### config.mk
export PLATFORM = sky130hd
export DESIGN_NAME = buck_seq_ctrl
export DESIGN_NICKNAME = d
export VERILOG_FILES = /design/src/rtl/buck_seq_pkg.sv /design/src/rtl/buck_ss_ramp.sv /design/src/rtl/buck_oc_tally.sv /design/src/rtl/buck_hiccup_timer.sv /design/src/rtl/buck_seq_ctrl.sv
export SDC_FILE = /design/constraint.sdc
export NUM_CORES = 1
export LEC_CHECK = 0
export BUFFER_PORTS_ARGS = -buffer_cell sky130_fd_sc_hd__buf_2
export CAP_MARGIN = 5
export CORE_ASPECT_RATIO = 1.75
export CORE_MARGIN = 3
export CORE_UTILIZATION = 30
export CTS_CLUSTER_DIAMETER = 60
export DETAILED_ROUTE_END_ITERATION = 16
export HOLD_SLACK_MARGIN = 0.02
export PLACE_DENSITY_LB_ADDON = 0.12
export SLEW_MARGIN = 10
export SYNTH_ARGS = -nofsm -noshare
export SYNTH_HDL_FRONTEND = slang
export SYNTH_SLANG_ARGS = --single-unit
### constraint.sdc
create_clock -name clk -period 1.8 [get_ports clk]
set_clock_uncertainty 0.15 [all_clocks]
set_input_delay 0.36 -clock clk [delete_from_list [all_inputs] [get_ports clk]]
set_output_delay 0.36 -clock clk [all_outputs]
set_load 0.05 [all_outputs]
### src/rtl/buck_seq_pkg.sv
// Shared types for the buck start-up and fault sequencer.
// Assumes: nothing beyond a 1800-2017 compiler.
package buck_seq_pkg;
    typedef enum logic [2:0] {
        ST_OFF   = 3'd0,
        ST_SS    = 3'd1,
        ST_RUN   = 3'd2,
        ST_HIC   = 3'd3,
        ST_LATCH = 3'd4
    } seq_state_t;
endpackage

### src/rtl/buck_ss_ramp.sv
// Soft-start ramp: a code that climbs by one every STEP_TICKS cycles
// while active, and stops at REF_CODE.
// Assumes: restart has priority and zeroes code and tick counter.
module buck_ss_ramp #(
    parameter int CODE_W     = 8,
    parameter int REF_CODE   = 200,
    parameter int STEP_TICKS = 16
) (
    input  logic              clk,
    input  logic              rst_n,
    input  logic              restart,
    input  logic              active,
    output logic [CODE_W-1:0] code_q,
    output logic              at_ref
);
    localparam int TICK_W = (STEP_TICKS > 1) ? $clog2(STEP_TICKS) : 1;

    logic [TICK_W-1:0] tick_q;

    assign at_ref = (code_q == CODE_W'(REF_CODE));

    // Advance the tick divider and the ramp code.
    always_ff @(posedge clk) begin
        if (!rst_n || restart) begin
            code_q <= '0;
            tick_q <= '0;
        end else if (active && !at_ref) begin
            if (tick_q == TICK_W'(STEP_TICKS - 1)) begin
                tick_q <= '0;
                code_q <= code_q + 1'b1;
            end else begin
                tick_q <= tick_q + 1'b1;
            end
        end
    end


    ramp_step_chk: assert property (@(posedge clk) disable iff (!rst_n)
        (active && !restart) |=> (code_q == $past(code_q) || code_q == $past(code_q) + 1'b1));

    ramp_restart_chk: assert property (@(posedge clk) disable iff (!rst_n)
        restart |=> (code_q == '0));
endmodule

### src/rtl/buck_oc_tally.sv
// Over-current event counter. Flags when the next event reaches the limit.
// Assumes: clr has priority over evt; the count saturates at OC_LIMIT.
module buck_oc_tally #(
    parameter int OC_LIMIT = 4
) (
    input  logic clk,
    input  logic rst_n,
    input  logic clr,
    input  logic evt,
    output logic last
);
    localparam int CNT_W = $clog2(OC_LIMIT + 1);

    logic [CNT_W-1:0] cnt_q;

    assign last = (cnt_q == CNT_W'(OC_LIMIT - 1));

    // Count events, clearing on request.
    always_ff @(posedge clk) begin
        if (!rst_n || clr) begin
            cnt_q <= '0;
        end else if (evt && cnt_q < CNT_W'(OC_LIMIT)) begin
            cnt_q <= cnt_q + 1'b1;
        end
    end


    tally_clear_chk: assert property (@(posedge clk) disable iff (!rst_n)
        clr |=> (cnt_q == '0));

    tally_inc_chk: assert property (@(posedge clk) disable iff (!rst_n)
        (evt && !clr && cnt_q < CNT_W'(OC_LIMIT)) |=> (cnt_q == $past(cnt_q) + 1'b1));
endmodule

### src/rtl/buck_hiccup_timer.sv
// Hiccup delay: counts cycles while run is high and flags the last one.
// Assumes: run falls the cycle after done, which restarts the count.
module buck_hiccup_timer #(
    parameter int HICCUP_TICKS = 20000
) (
    input  logic clk,
    input  logic rst_n,
    input  logic run,
    output logic done
);
    localparam int W = (HICCUP_TICKS > 1) ? $clog2(HICCUP_TICKS) : 1;

    logic [W-1:0] cnt_q;

    assign done = run && (cnt_q == W'(HICCUP_TICKS - 1));

    // Count the cycles spent waiting.
    always_ff @(posedge clk) begin
        if (!rst_n || !run) begin
            cnt_q <= '0;
        end else if (!done) begin
            cnt_q <= cnt_q + 1'b1;
        end
    end


    hic_count_chk: assert property (@(posedge clk) disable iff (!rst_n)
        (run && !done) |=> (!run || cnt_q == $past(cnt_q) + 1'b1));
endmodule

### src/rtl/buck_seq_ctrl.sv
// Start-up and fault sequencer for a synchronous buck controller.
// States: off, soft-start, regulation, hiccup wait, latched.
// Assumes: all inputs are already synchronous to clk and filtered.
module buck_seq_ctrl #(
    parameter int CODE_W       = 8,
    parameter int REF_CODE     = 200,
    parameter int STEP_TICKS   = 16,
    parameter int HICCUP_TICKS = 20000,
    parameter int OC_LIMIT     = 4
) (
    input  logic              clk,
    input  logic              rst_n,
    input  logic              supply_ok,
    input  logic              shdn_req,
    input  logic              oc_trip,
    input  logic              uv_trip,
    input  logic              ov_trip,
    output logic [CODE_W-1:0] ref_code,
    output logic              reg_en,
    output logic              force_low,
    output logic              latched_off
);
    import buck_seq_pkg::*;

    seq_state_t        st_q, st_d;
    logic              live, ss_start, oc_evt;
    logic              at_ref, oc_last, hic_done;
    logic [CODE_W-1:0] ramp_code;

    assign live = supply_ok && !shdn_req;

    buck_ss_ramp #(
        .CODE_W(CODE_W), .REF_CODE(REF_CODE), .STEP_TICKS(STEP_TICKS)
    ) u_ramp (
        .clk(clk), .rst_n(rst_n), .restart(ss_start),
        .active(st_q == ST_SS), .code_q(ramp_code), .at_ref(at_ref)
    );

    buck_oc_tally #(.OC_LIMIT(OC_LIMIT)) u_tally (
        .clk(clk), .rst_n(rst_n), .clr(!live), .evt(oc_evt), .last(oc_last)
    );

    buck_hiccup_timer #(.HICCUP_TICKS(HICCUP_TICKS)) u_hic (
        .clk(clk), .rst_n(rst_n), .run(st_q == ST_HIC), .done(hic_done)
    );

    // Next-state decision with shutdown and supply loss on top.
    always_comb begin
        st_d     = st_q;
        ss_start = 1'b0;
        oc_evt   = 1'b0;
        if (!live) begin
            st_d = ST_OFF;
        end else begin
            case (st_q)
                ST_OFF: begin
                    st_d     = ST_SS;
                    ss_start = 1'b1;
                end
                ST_SS, ST_RUN: begin
                    if (oc_trip) begin
                        oc_evt = 1'b1;
                        if (oc_last) begin
                            st_d = ST_LATCH;
                        end else begin
                            st_d     = ST_SS;
                            ss_start = 1'b1;
                        end
                    end else if (st_q == ST_SS) begin
                        if (at_ref) st_d = ST_RUN;
                    end else if (uv_trip) begin
                        st_d = ST_HIC;
                    end
                end
                ST_HIC: begin
                    if (hic_done) begin
                        st_d     = ST_SS;
                        ss_start = 1'b1;
                    end
                end
                ST_LATCH: st_d = ST_LATCH;
                default:  st_d = ST_OFF;
            endcase
        end
    end

    // State register.
    always_ff @(posedge clk) begin
        if (!rst_n) st_q <= ST_OFF;
        else        st_q <= st_d;
    end

    assign reg_en      = (st_q == ST_SS) || (st_q == ST_RUN);
    assign ref_code    = reg_en ? ramp_code : '0;
    assign force_low   = (st_q == ST_RUN) && ov_trip;
    assign latched_off = (st_q == ST_LATCH);


    supply_off_chk: assert property (@(posedge clk) disable iff (!rst_n)
        !supply_ok |=> (!reg_en && !latched_off && ref_code == '0));

    shdn_off_chk: assert property (@(posedge clk) disable iff (!rst_n)
        shdn_req |=> (!reg_en && !latched_off && ref_code == '0));

    latch_hold_chk: assert property (@(posedge clk) disable iff (!rst_n)
        (latched_off && live) |=> latched_off);

    uv_ignored_ss_chk: assert property (@(posedge clk) disable iff (!rst_n)
        (st_q == ST_SS && uv_trip && !oc_trip && live) |=> reg_en);

    run_hold_chk: assert property (@(posedge clk) disable iff (!rst_n)
        (st_q == ST_RUN) |-> (ref_code == CODE_W'(REF_CODE)));
endmodule

==> impl_metrics.csv, run 1 <==
group,metric,value,unit
pwr,pwr_density_cell,483,nW/um2
drt,wl,5.15,mm
timing,worst_slew_pin_slew,0.413,ns
drt,drt_iter0_drc,73,
placed_design,portBuffers,17,
synthesis,syn_area,1970,um2
placed_design,placed_cells,342,
floorplanning,die_width,67.2,um
drt,drt-pass1-iter-count,2,
global_route,grt_start_max_net_pins,15,
synthesis,synth_edf_count,0,
clock_network,clock-root-buffer,"clkbuf_8",
global_route,grt_pass1_wl,8.41,mm
drt,post-route-drc-count,0,
critical_path,path_max_fanout,8,
global_route,antenna_found_initial,0,
final_layout,final_util,44.8,%
global_route,grt_pass1_vias,1788,
critical_path,worst_setup_path_end_kind,"output port",
global_route,grtUsageTotal,14.5,%
timing,slew_headroom,72.5,%
synthesis,yosysUniqueCellTypes,44,
timing,finalHoldViolCount,0,
pwr,p_switching,327,uW
timing,setup_viol,26,
critical_path,crit_type,"register to output port",
clock_network,cts_buffers,5,
final_layout,n_antenna_cell,0,
timing,fin_ws,-0.112,ns
min_path,hold_path_depth,3,
floorplanning,die-area,7610,um2
critical_path,r2r-end,"u_ramp.tick_q[2]",
drt,wire_per_inst,14.5,um
final_layout,layout-drive-gt1-share,43.4,%
clock_network,cts_tree,"built",
final_layout,fin_cells,354,
floorplanning,initial_core_util,31.4,%
clock_network,postCtsHoldBufs,0,
clock_network,clock-sinks,33,
synthesis,syn_area_per_cell,9.20,um2
min_path,worstHoldStart,"oc_trip",
timing,slew_viol_final,0,
drt,ant_nets,0,
synthesis,synth_flop_cell,"dfxtp_1",
pwr,p_leak,1.05,nW
critical_path,r2r_setup_slack,-0.08,ns
synthesis,yosysWarnings,0,
floorplanning,ioPinCount,18,
synthesis,synth_nets,227,
critical_path,reg2reg_depth,5,
timing,max_freq,0.523,GHz
pwr,combPwrFrac,7.1,%
critical_path,cp.arrival,1.40,ns
drt,vias,1784,
clock_network,htreeDepth,2,
critical_path,worstReg2RegStart,"u_hic.cnt_q[5]",
drt,avgViaCountPerCell,5.04,
synthesis,postSynth.asyncResetShare,0,%
pwr,ir_drop,0.392,mV
pwr,power_frac_seq,54.1,%
synthesis,seq_area_frac_synth,33.6,%
timing,fin_crit,1.91,ns
timing,setup_tns,-1.76,ns
placed_design,dpl.hpwl,3.79,mm
synthesis,synthesis.instances,214,
floorplanning,row_count,38,
final_layout,syn2layout_area_growth,42.8,%
timing,rsz0062_at_grt,"yes",
synthesis,synth_seq_cells,33,
floorplanning,die_h,113,um
clock_network,cts_buffer_depth,2,
pwr,p_int,1.03,mW
critical_path,start_kind,"register",
min_path,whs_endpoint,"st_q[2]",
run_status,outcome,"finished, violations left",
clock_network,clk_pin_slew,0.07,ns
clock_network,worst_skew_pair.late_latency,0.29,ns
floorplanning,coreArea,6280,um2
timing,period_share,106,%
global_route,grt_overflow,0,
job,drv_cap,0,
min_path,hold_class,"input port to register",
pwr,switching_share,24.1,%
critical_path,crit_required,1.29,ns
pwr,power.share.clock,38.8,%
timing,hold_slack,0.226,ns
placed_design,place.gp.congestion,0.751,
final_layout,final_nets,288,
run_status,violations,"negative setup slack",
power by group through the flow:
stage / logic, mW / registers [mW] / clock network [mW]
after global placement: 0.0915 / 0.750 / 0
after global routing: 0.107 / 0.733 / 0.581
after detailed placement: 0.0913 / 0.750 / 0
after CTS: 0.0980 / 0.733 / 0.557
final: 0.0966 / 0.734 / 0.526
after floorplan: 0.0535 / 0.750 / 0
stage by stage:
stage	power [mW]	cell area, um2	setup WS [ns]
floorplan	0.804	2040	-0.161
global placement	0.842	2500	-0.0113
detailed placement	0.842	2500	-0.0605
CTS	1.39	2710	-0.148
global route	1.42	2810	-0.186
finish	1.36	2810	-0.112
logic make-up (layout without fill, tap and decap cells):
family,Yosys count,after routing,synth area share (%)
simple gates,104,104,33.6
flops,33,33,33.6
compound gates,25,25,12.1
buf+inv,22,82,5.78
xor+xnor,18,18,8.01
fa+ha+maj,6,6,3.81
mux,6,6,3.05
state kept, by name, summed over array words and instances (netlist names):
register and count:
u_hic.cnt_q 15, u_ramp.code_q 8, u_ramp.tick_q 4, st_q 3, u_tally.cnt_q 3
Yosys cell counts, drive strengths merged (2+ instances only):
library cell / count / area, um2
dfxtp: 33 / 661
nor2: 20 / 75.1
nor4: 18 / 165
nand2: 12 / 45.0
inv: 10 / 37.5
nand3: 10 / 50.1
xnor2: 9 / 78.8
xor2: 9 / 78.8
and2: 7 / 43.8
buf: 6 / 53.8
clkbuf: 6 / 22.5
ha: 6 / 75.1
mux2i: 6 / 60.1
nand4: 6 / 37.5
nor3: 6 / 30.0
o211ai: 5 / 37.5
a21oi: 4 / 20.0
a31oi: 4 / 25.0
or4: 4 / 30.0
a2111oi: 3 / 82.6
and3: 3 / 18.8
and4: 3 / 26.3
nand3b: 3 / 35.0
nor3b: 3 / 22.5
a211oi: 2 / 20.0
and3b: 2 / 17.5
o31ai: 2 / 15.0
or4b: 2 / 20.0
worst max-delay path by stage:
| stage | start | end | slack [ns] |
|---|---|---|---|
| finish | st_q[1] | ref_code[4] | -0.11 |
| global route | st_q[1] | ref_code[4] | -0.19 |
| CTS | st_q[1] | ref_code[6] | -0.15 |
| detailed placement | u_hic.cnt_q[5] | st_q[0] | -0.06 |
| global placement | u_hic.cnt_q[5] | st_q[0] | -0.01 |
| floorplan | st_q[1] | ref_code[2] | -0.16 |
cell type report:
| cell class | instances | area (um2) |
|---|---|---|
| Inverter | 10 | 37.5 |
| Tap cell | 80 | 100 |
| Sequential cell | 33 | 666 |
| Clock buffer | 5 | 68.8 |
| Timing Repair Buffer | 66 | 589 |
| Clock inverter | 1 | 5.00 |
| Multi-Input combinational cell | 159 | 1340 |
| Fill cell | 645 | 3470 |
cells in the final DEF (no fill, tap or decap), types with 3 or more instances in the layout:
cell type / synthesis / final
buf_2: 1 / 6
buf_6: 3 / 7
nand4_1: 6 / 6
clkbuf_8: 0 / 5
nor3_2: 0 / 4
inv_1: 10 / 10
and4_1: 3 / 3
ha_1: 6 / 5
mux2i_1: 6 / 6
buf_8: 0 / 6
nor2_1: 20 / 17
nor4_2: 6 / 7
nor3b_1: 3 / 3
nand2_1: 12 / 12
xnor2_1: 9 / 8
o211ai_1: 5 / 5
dfxtp_1: 33 / 29
and2_2: 0 / 3
a31oi_1: 4 / 4
a2111oi_4: 3 / 3
buf_4: 2 / 44
nand3_1: 10 / 8
buf_12: 0 / 3
xor2_1: 9 / 9
nor4_1: 11 / 9
and3_1: 3 / 3
dfxtp_2: 0 / 4
layer usage:
layer / routed length [um] / global-route usage (%) / up-vias
li1: - / - / 909
met1: 1930 / 15.2 / 852
met2: 3010 / 26.7 / 16
met3: 102 / 2.68 / 7
met4: 102 / 6.50 / 0
met5: 0 / 0 / -
worst max-delay path, stage by stage (launching register included):
cell     delay, ns
dfxtp_2       0.34
buf_12        0.13
xnor2_4       0.14
nor2_4        0.17
and2_2        0.19
buf_8         0.14
what timing repair did:
action | 4_1_cts | 5_1_grt
cloned | 1 | 0
setup endpoints to repair | 30 | 31
pin swaps | 4 | 10
buffers inserted | 3 | 2
resized for setup | 34 | 22
No activity file was read; power rests on OpenSTA's default activity.
==> run 2: changes to the inputs <==
CAP_MARGIN = not set   (was 5)
SETUP_SLACK_MARGIN = 0.1   (was not set)
SYNTH_HIERARCHICAL = 1   (was not set)
==> impl_metrics.csv, run 2 <==
group,metric,value,unit
job,drv_cap,0,
final_layout,final_cell_mix,"51 x buf_4, 24 x dfxtp_1, 19 x nor2_1",
drt,vias,1751,
final_layout,final_nets,301,
drt,drt_iter0_drc,64,
floorplanning,die_h,110,um
global_route,antenna_found_initial,0,
synthesis,postSynth.asyncResetShare,0,%
pwr,p_leak,1.09,nW
floorplanning,coreArea,5930,um2
critical_path,worstReg2RegStart,"st_q[2]",
critical_path,r2r_setup_slack,-0.31,ns
timing,hold_slack,0.262,ns
drt,wire_per_inst,12.5,um
clock_network,worst_skew_pair.late_latency,0.28,ns
run_status,violations,"negative setup slack",
pwr,switching_share,22.2,%
timing,period_share,117,%
clock_network,postCtsHoldBufs,0,
critical_path,critPathBufInv,2,
drt,wl,4.56,mm
critical_path,cp_common_cell,"nand2b_4",
synthesis,synth_top_cells_by_count,"33 x dfxtp_1, 28 x nor2_1",
timing,max_freq,0.475,GHz
final_layout,n_fill_cell,610,
drt,drt-pass1-iter-count,4,
clock_network,cts_tree,"built",
global_route,grt_pass1_wl,8.34,mm
placed_design,place.gp.congestion,0.753,
critical_path,cp.arrival,2.12,ns
critical_path,path_cells,"inv_2, and3_4, nor4bb_2, and4_4, nand2b_4, o21ai_2, a2111oi_2, nand2b_4, buf_12, a21oi_2",
clock_network,htreeDepth,2,
clock_network,clk_pin_slew,0.06,ns
drt,post-route-drc-count,0,
synthesis,synth_top_area_cell,"dfxtp_1",
final_layout,final_common_cell,"buf_4",
synthesis,seq_area_frac_synth,35.8,%
timing,rsz0062_at_grt,"yes",
critical_path,path_max_fanout,8,
synthesis,synth_edf_count,0,
final_layout,largest_register_ffs,15,
clock_network,clock-sinks,33,
timing,setup_tns,-6.52,ns
final_layout,final_util,48.0,%
synthesis,yosysWarnings,6,
global_route,grt_overflow,0,
timing,setup_viol,25,
critical_path,crit_required,1.81,ns
global_route,grt_start_max_net_pins,11,
critical_path,worst_setup_path_end_kind,"register",
final_layout,n_antenna_cell,0,
timing,finalHoldViolCount,0,
final_layout,top_register,"u_hic/cnt_q",
critical_path,cp_top_family,"simple AND/OR/NAND/NOR gates",
synthesis,synth.top_cell.area_share,35.8,%
timing,fin_crit,2.11,ns
timing,slew_headroom,77.9,%
final_layout,reg.largest.list,"u_hic/cnt_q (15), u_ramp/code_q (8), u_ramp/tick_q (4)",
critical_path,r2r-end,"u_ramp/code_q[3]",
critical_path,crit_cells,10,
synthesis,ys_top_cells_by_area,"dfxtp_1 36%, nor2_1 5.7%, ha_1 4.1%, xnor2_1 3.8%, xor2_1 3.8%",
synthesis,synth_flop_cell,"dfxtp_1",
floorplanning,die-area,7160,um2
critical_path,crit_slowest_cell,"dfxtp_2",
critical_path,reg2reg_depth,10,
floorplanning,die_width,65.3,um
critical_path,worstSetupStartpoint,"st_q[2]",
synthesis,synth_seq_cells,33,
critical_path,start_kind,"register",
pwr,combPwrFrac,6.9,%
global_route,grtUsageTotal,14.7,%
pwr,pwr_density_cell,490,nW/um2
critical_path,slowest_delay,0.32,ns
clock_network,cts_buffers,5,
synthesis,synthesis.instances,211,
synthesis,syn_area,1840,um2
min_path,hold_class,"input port to register",
drt,ant_nets,0,
synthesis,syn_area_per_cell,8.74,um2
pwr,p_int,1.08,mW
pwr,power.share.clock,40.4,%
floorplanning,initial_core_util,31.1,%
clock_network,clock-root-buffer,"clkbuf_8",
synthesis,yosysMostFrequentCell,"dfxtp_1",
critical_path,crit_type,"register to register",
final_layout,syn2layout_area_growth,54.2,%
timing,slew_viol_final,0,
pwr,p_switching,309,uW
timing,worst_slew_pin_slew,0.329,ns
floorplanning,ioPinCount,18,
placed_design,dpl.hpwl,3.28,mm
critical_path,crit_end,"u_ramp/code_q[3]",
pwr,power_frac_seq,52.7,%
timing,fin_ws,-0.307,ns
clock_network,cts_buffer_depth,2,
synthesis,yosysUniqueCellTypes,53,
pwr,ir_drop,0.308,mV
run_status,outcome,"finished, violations left",
synthesis,synth_nets,224,
final_layout,layout-drive-gt1-share,49.0,%
floorplanning,row_count,37,
drt,avgViaCountPerCell,4.78,
placed_design,portBuffers,17,
pwr,total_power,1.39,mW
global_route,grt_pass1_vias,1800,
run 2: changes by cell type after synthesis, moves of 3 or more:
| cell | previous run | this run |
|---|---|---|
| nand2b_1 | 1 | 6 |
| nand2_1 | 12 | 9 |
| nor2_1 | 20 | 28 |
| a2111oi_4 | 3 | 0 |
| nor4_1 | 11 | 2 |
| or4_1 | 4 | 1 |
| clkbuf_1 | 6 | 2 |
| o21ai_0 | 1 | 4 |
| nor4_2 | 6 | 0 |
| or3_1 | 0 | 4 |
| a21oi_1 | 4 | 9 |
run 2: per-layer routing:
| metal | vias up | part of all wire [%] | global-route usage [%] |
|---|---|---|---|
| met1 | 826 | 39 | 16.4 |
| li1 | 901 | - | - |
| met5 | - | 0 | 0 |
| met3 | 4 | 1.8 | 2.35 |
| met4 | 0 | 1.2 | 4.90 |
| met2 | 20 | 58 | 27.6 |
run 2: power by group through the flow:
| stage | Sequential [mW] | Combinational (mW) | Clock, mW |
|---|---|---|---|
| CTS | 0.734 | 0.0943 | 0.589 |
| finish | 0.734 | 0.0958 | 0.562 |
| global route | 0.734 | 0.104 | 0.615 |
| global placement | 0.751 | 0.0831 | 0 |
| detailed placement | 0.751 | 0.0834 | 0 |
| floorplan | 0.752 | 0.0430 | 0 |
run 2: what timing repair did:
action	CTS	global route
pin swaps	8	10
endpoints found under the hold margin	0	0
gates resized for setup	56	13
setup buffers	8	5
endpoints found under the setup margin	29	35
run 2: worst min-delay path by stage:
stage / endpoint / from / cells after the start / slack (ns)
3_3_place_gp: u_tally/cnt_q[1] / u_tally/cnt_q[1] / 2 / 0.33
3_5_place_dp: u_tally/cnt_q[1] / u_tally/cnt_q[1] / 2 / 0.34
4_1_cts: st_q[0] / uv_trip / 3 / 0.23
6_report: st_q[0] / uv_trip / 3 / 0.26
5_1_grt: st_q[0] / uv_trip / 3 / 0.27
2_1_floorplan: u_hic/cnt_q[14] / u_hic/cnt_q[14] / 2 / 0.30
run 2: area by class of cell:
cell class                 count  area (um2)  share of cell area [%]
sequential                    33         672                    23.6
timing repair buffer          76         683                    24.0
tap                           78        97.6                    3.43
multi-input combinational    163        1270                    44.7
clock buffer                   7        86.3                    3.04
inverter                       9        33.8                    1.19
run 2: per-stage QoR:
step / std cells / setup WS (ns) / cell area [um2]
6_report: 366 / -0.307 / 2840
5_1_grt: 366 / -0.392 / 2840
4_1_cts: 361 / -0.305 / 2750
3_5_place_dp: 346 / -0.335 / 2420
3_3_place_gp: 346 / -0.308 / 2420
2_1_floorplan: 211 / -0.480 / 1930
run 2: kinds of logic (layout without fill, tap and decap cells):
group	after synthesis	after routing	share of synthesized area [%]
compound gates	33	33	13.6
xor+xnor	16	16	7.60
fa+ha+maj	6	6	4.07
buf+inv	15	92	4.14
flops	33	33	35.8
mux	4	4	2.17
simple gates	104	104	32.6
run 2: tightest hold or removal path, stage by stage:
cell    delay [ns]
buf_2         0.10
nor3_2        0.04
nor3_1        0.13
==> run 3: changes to the inputs <==
==> constraint.sdc (replaced) <==
create_clock -name clk -period 1.8 [get_ports clk]
set_clock_uncertainty 0.15 [all_clocks]
set_input_delay 0.27 -clock clk [delete_from_list [all_inputs] [get_ports clk]]
set_output_delay 0.27 -clock clk [all_outputs]
set_load 0.05 [all_outputs]
==> impl_metrics.csv, run 3 (synthesis gave the netlist of run 2 again) <==
group,metric,value,unit
run_status,outcome,"finished, violations left",
run_status,violations,"negative setup slack",
timing,fin_ws,-0.314,ns
timing,slew_viol_final,0,
drt,drt-pass1-iter-count,4,
timing,rsz0062_at_grt,"yes",
clock_network,clk_pin_slew,0.07,ns
final_layout,design_area,2950,um2
global_route,grt_pass1_vias,1886,
timing,fin_crit,2.11,ns
global_route,grtUsageTotal,15.3,%
global_route,grt_pass1_wl,8.56,mm
timing,finalHoldViolCount,0,
clock_network,cts_tree,"built",
critical_path,worst_setup_path_end_kind,"register",
drt,wl,4.78,mm
final_layout,n_antenna_cell,0,
clock_network,cts_buffers,5,
timing,hold_slack,0.168,ns
final_layout,largest_register_ffs,15,
critical_path,crit_type,"register to register",
drt,drt_iter0_drc,51,
clock_network,postCtsHoldBufs,0,
final_layout,syn2layout_area_growth,59.8,%
pwr,pwr_density_cell,471,nW/um2
drt,vias,1790,
drt,post-route-drc-count,0,
clock_network,clock-root-buffer,"clkbuf_8",
final_layout,fin_cells,371,
timing,worst_slew_pin_slew,0.350,ns
pwr,ir_drop,0.387,mV
floorplanning,initial_core_util,31.1,%
clock_network,clock-sinks,33,
global_route,grt_overflow,0,
timing,max_freq,0.473,GHz
placed_design,place.gp.congestion,0.765,
critical_path,path_max_fanout,4,
final_layout,final_util,49.7,%
timing,setup_tns,-5.91,ns
placed_design,portBuffers,17,
min_path,hold_class,"input port to register",
floorplanning,die-area,7160,um2
placed_design,placed_cells,346,
floorplanning,die_width,65.3,um
drt,avgViaCountPerCell,4.82,
final_layout,final_common_cell,"buf_4",
final_layout,top_register,"u_hic/cnt_q",
floorplanning,die_h,110,um
global_route,grt_start_max_net_pins,10,
critical_path,cp.arrival,2.12,ns
timing,slew_headroom,76.4,%
final_layout,reg.largest.list,"u_hic/cnt_q (15), u_ramp/code_q (8), u_ramp/tick_q (4)",
drt,ant_nets,0,
final_layout,final_nets,305,
clock_network,htreeDepth,2,
critical_path,crit_required,1.81,ns
final_layout,layout-drive-gt1-share,51.5,%
placed_design,dpl.hpwl,3.45,mm
pwr,p_leak,1.14,nW
global_route,antenna_found_initial,0,
placed_design,pre_cts_slack,-0.359,ns
clock_network,cts_buffer_depth,2,
timing,period_share,117,%
pwr,total_power,1.39,mW
floorplanning,ioPinCount,18,
clock_network,worst_skew_pair.late_latency,0.28,ns
critical_path,start_kind,"register",
job,drv_cap,0,
final_layout,final_cell_mix,"51 x buf_4, 25 x dfxtp_1, 16 x nor2_1",
placed_design,placed_cell_area,2430,um2
floorplanning,row_count,37,
drt,wire_per_inst,12.9,um
timing,setup_viol,25,
floorplanning,coreArea,5930,um2
[run 3: changes by cell type in the layout (fill, tap and decap cells not counted), sizes merged]
cell,before,now
clkbuf,7,8
buf,76,80
[run 3: report_power, final]
part | switching (mW) | internal (mW)
combinational | 0.0532 | 0.0643
clock | 0.261 | 0.275
sequential | 0.00194 | 0.732
[run 3: final timing paths]
kind                     from  cells past startpoint  slack [ns]          endpoint
max                   st_q[2]                     11       -0.31  u_ramp/tick_q[3]
min                   uv_trip                      3        0.17           st_q[0]
min reg2reg  u_tally/cnt_q[1]                      2        0.35  u_tally/cnt_q[1]
max reg2reg           st_q[2]                     11       -0.31  u_ramp/tick_q[3]
[run 3: worst max-delay path: stages (launching register included)]
cell,delay (ns)
dfxtp_2,0.32
inv_2,0.05
and3_4,0.17
nor4bb_2,0.18
and4_4,0.25
nand2b_4,0.12
o21ai_2,0.05
a2111oi_2,0.29
nand2b_4,0.23
nor2_1,0.05
nand3_1,0.06
o32ai_1,0.07
[run 3: layer usage]
layer	GRT usage, %	wire length, um	vias to the layer above
li1	-	-	910
met1	15.9	1760	851
met2	29.2	2800	21
met3	3.48	107	8
met4	5.49	110	0
met5	0	0	-
[run 3: area by class of cell]
cell class | count | area [um2]
clock buffer | 8 | 80.1
multi-input combinational | 163 | 1310
timing repair buffer | 80 | 757
fill | 613 | 2980
inverter | 9 | 33.8
sequential | 33 | 671
tap | 78 | 97.6
[run 3: what timing repair did]
item                                    CTS  global route
hold endpoints to repair                  0             0
pin swaps                                18             8
setup buffers                            14             4
endpoints found under the setup margin   28            38
resized for setup                        54            29
gates cloned                              1             0
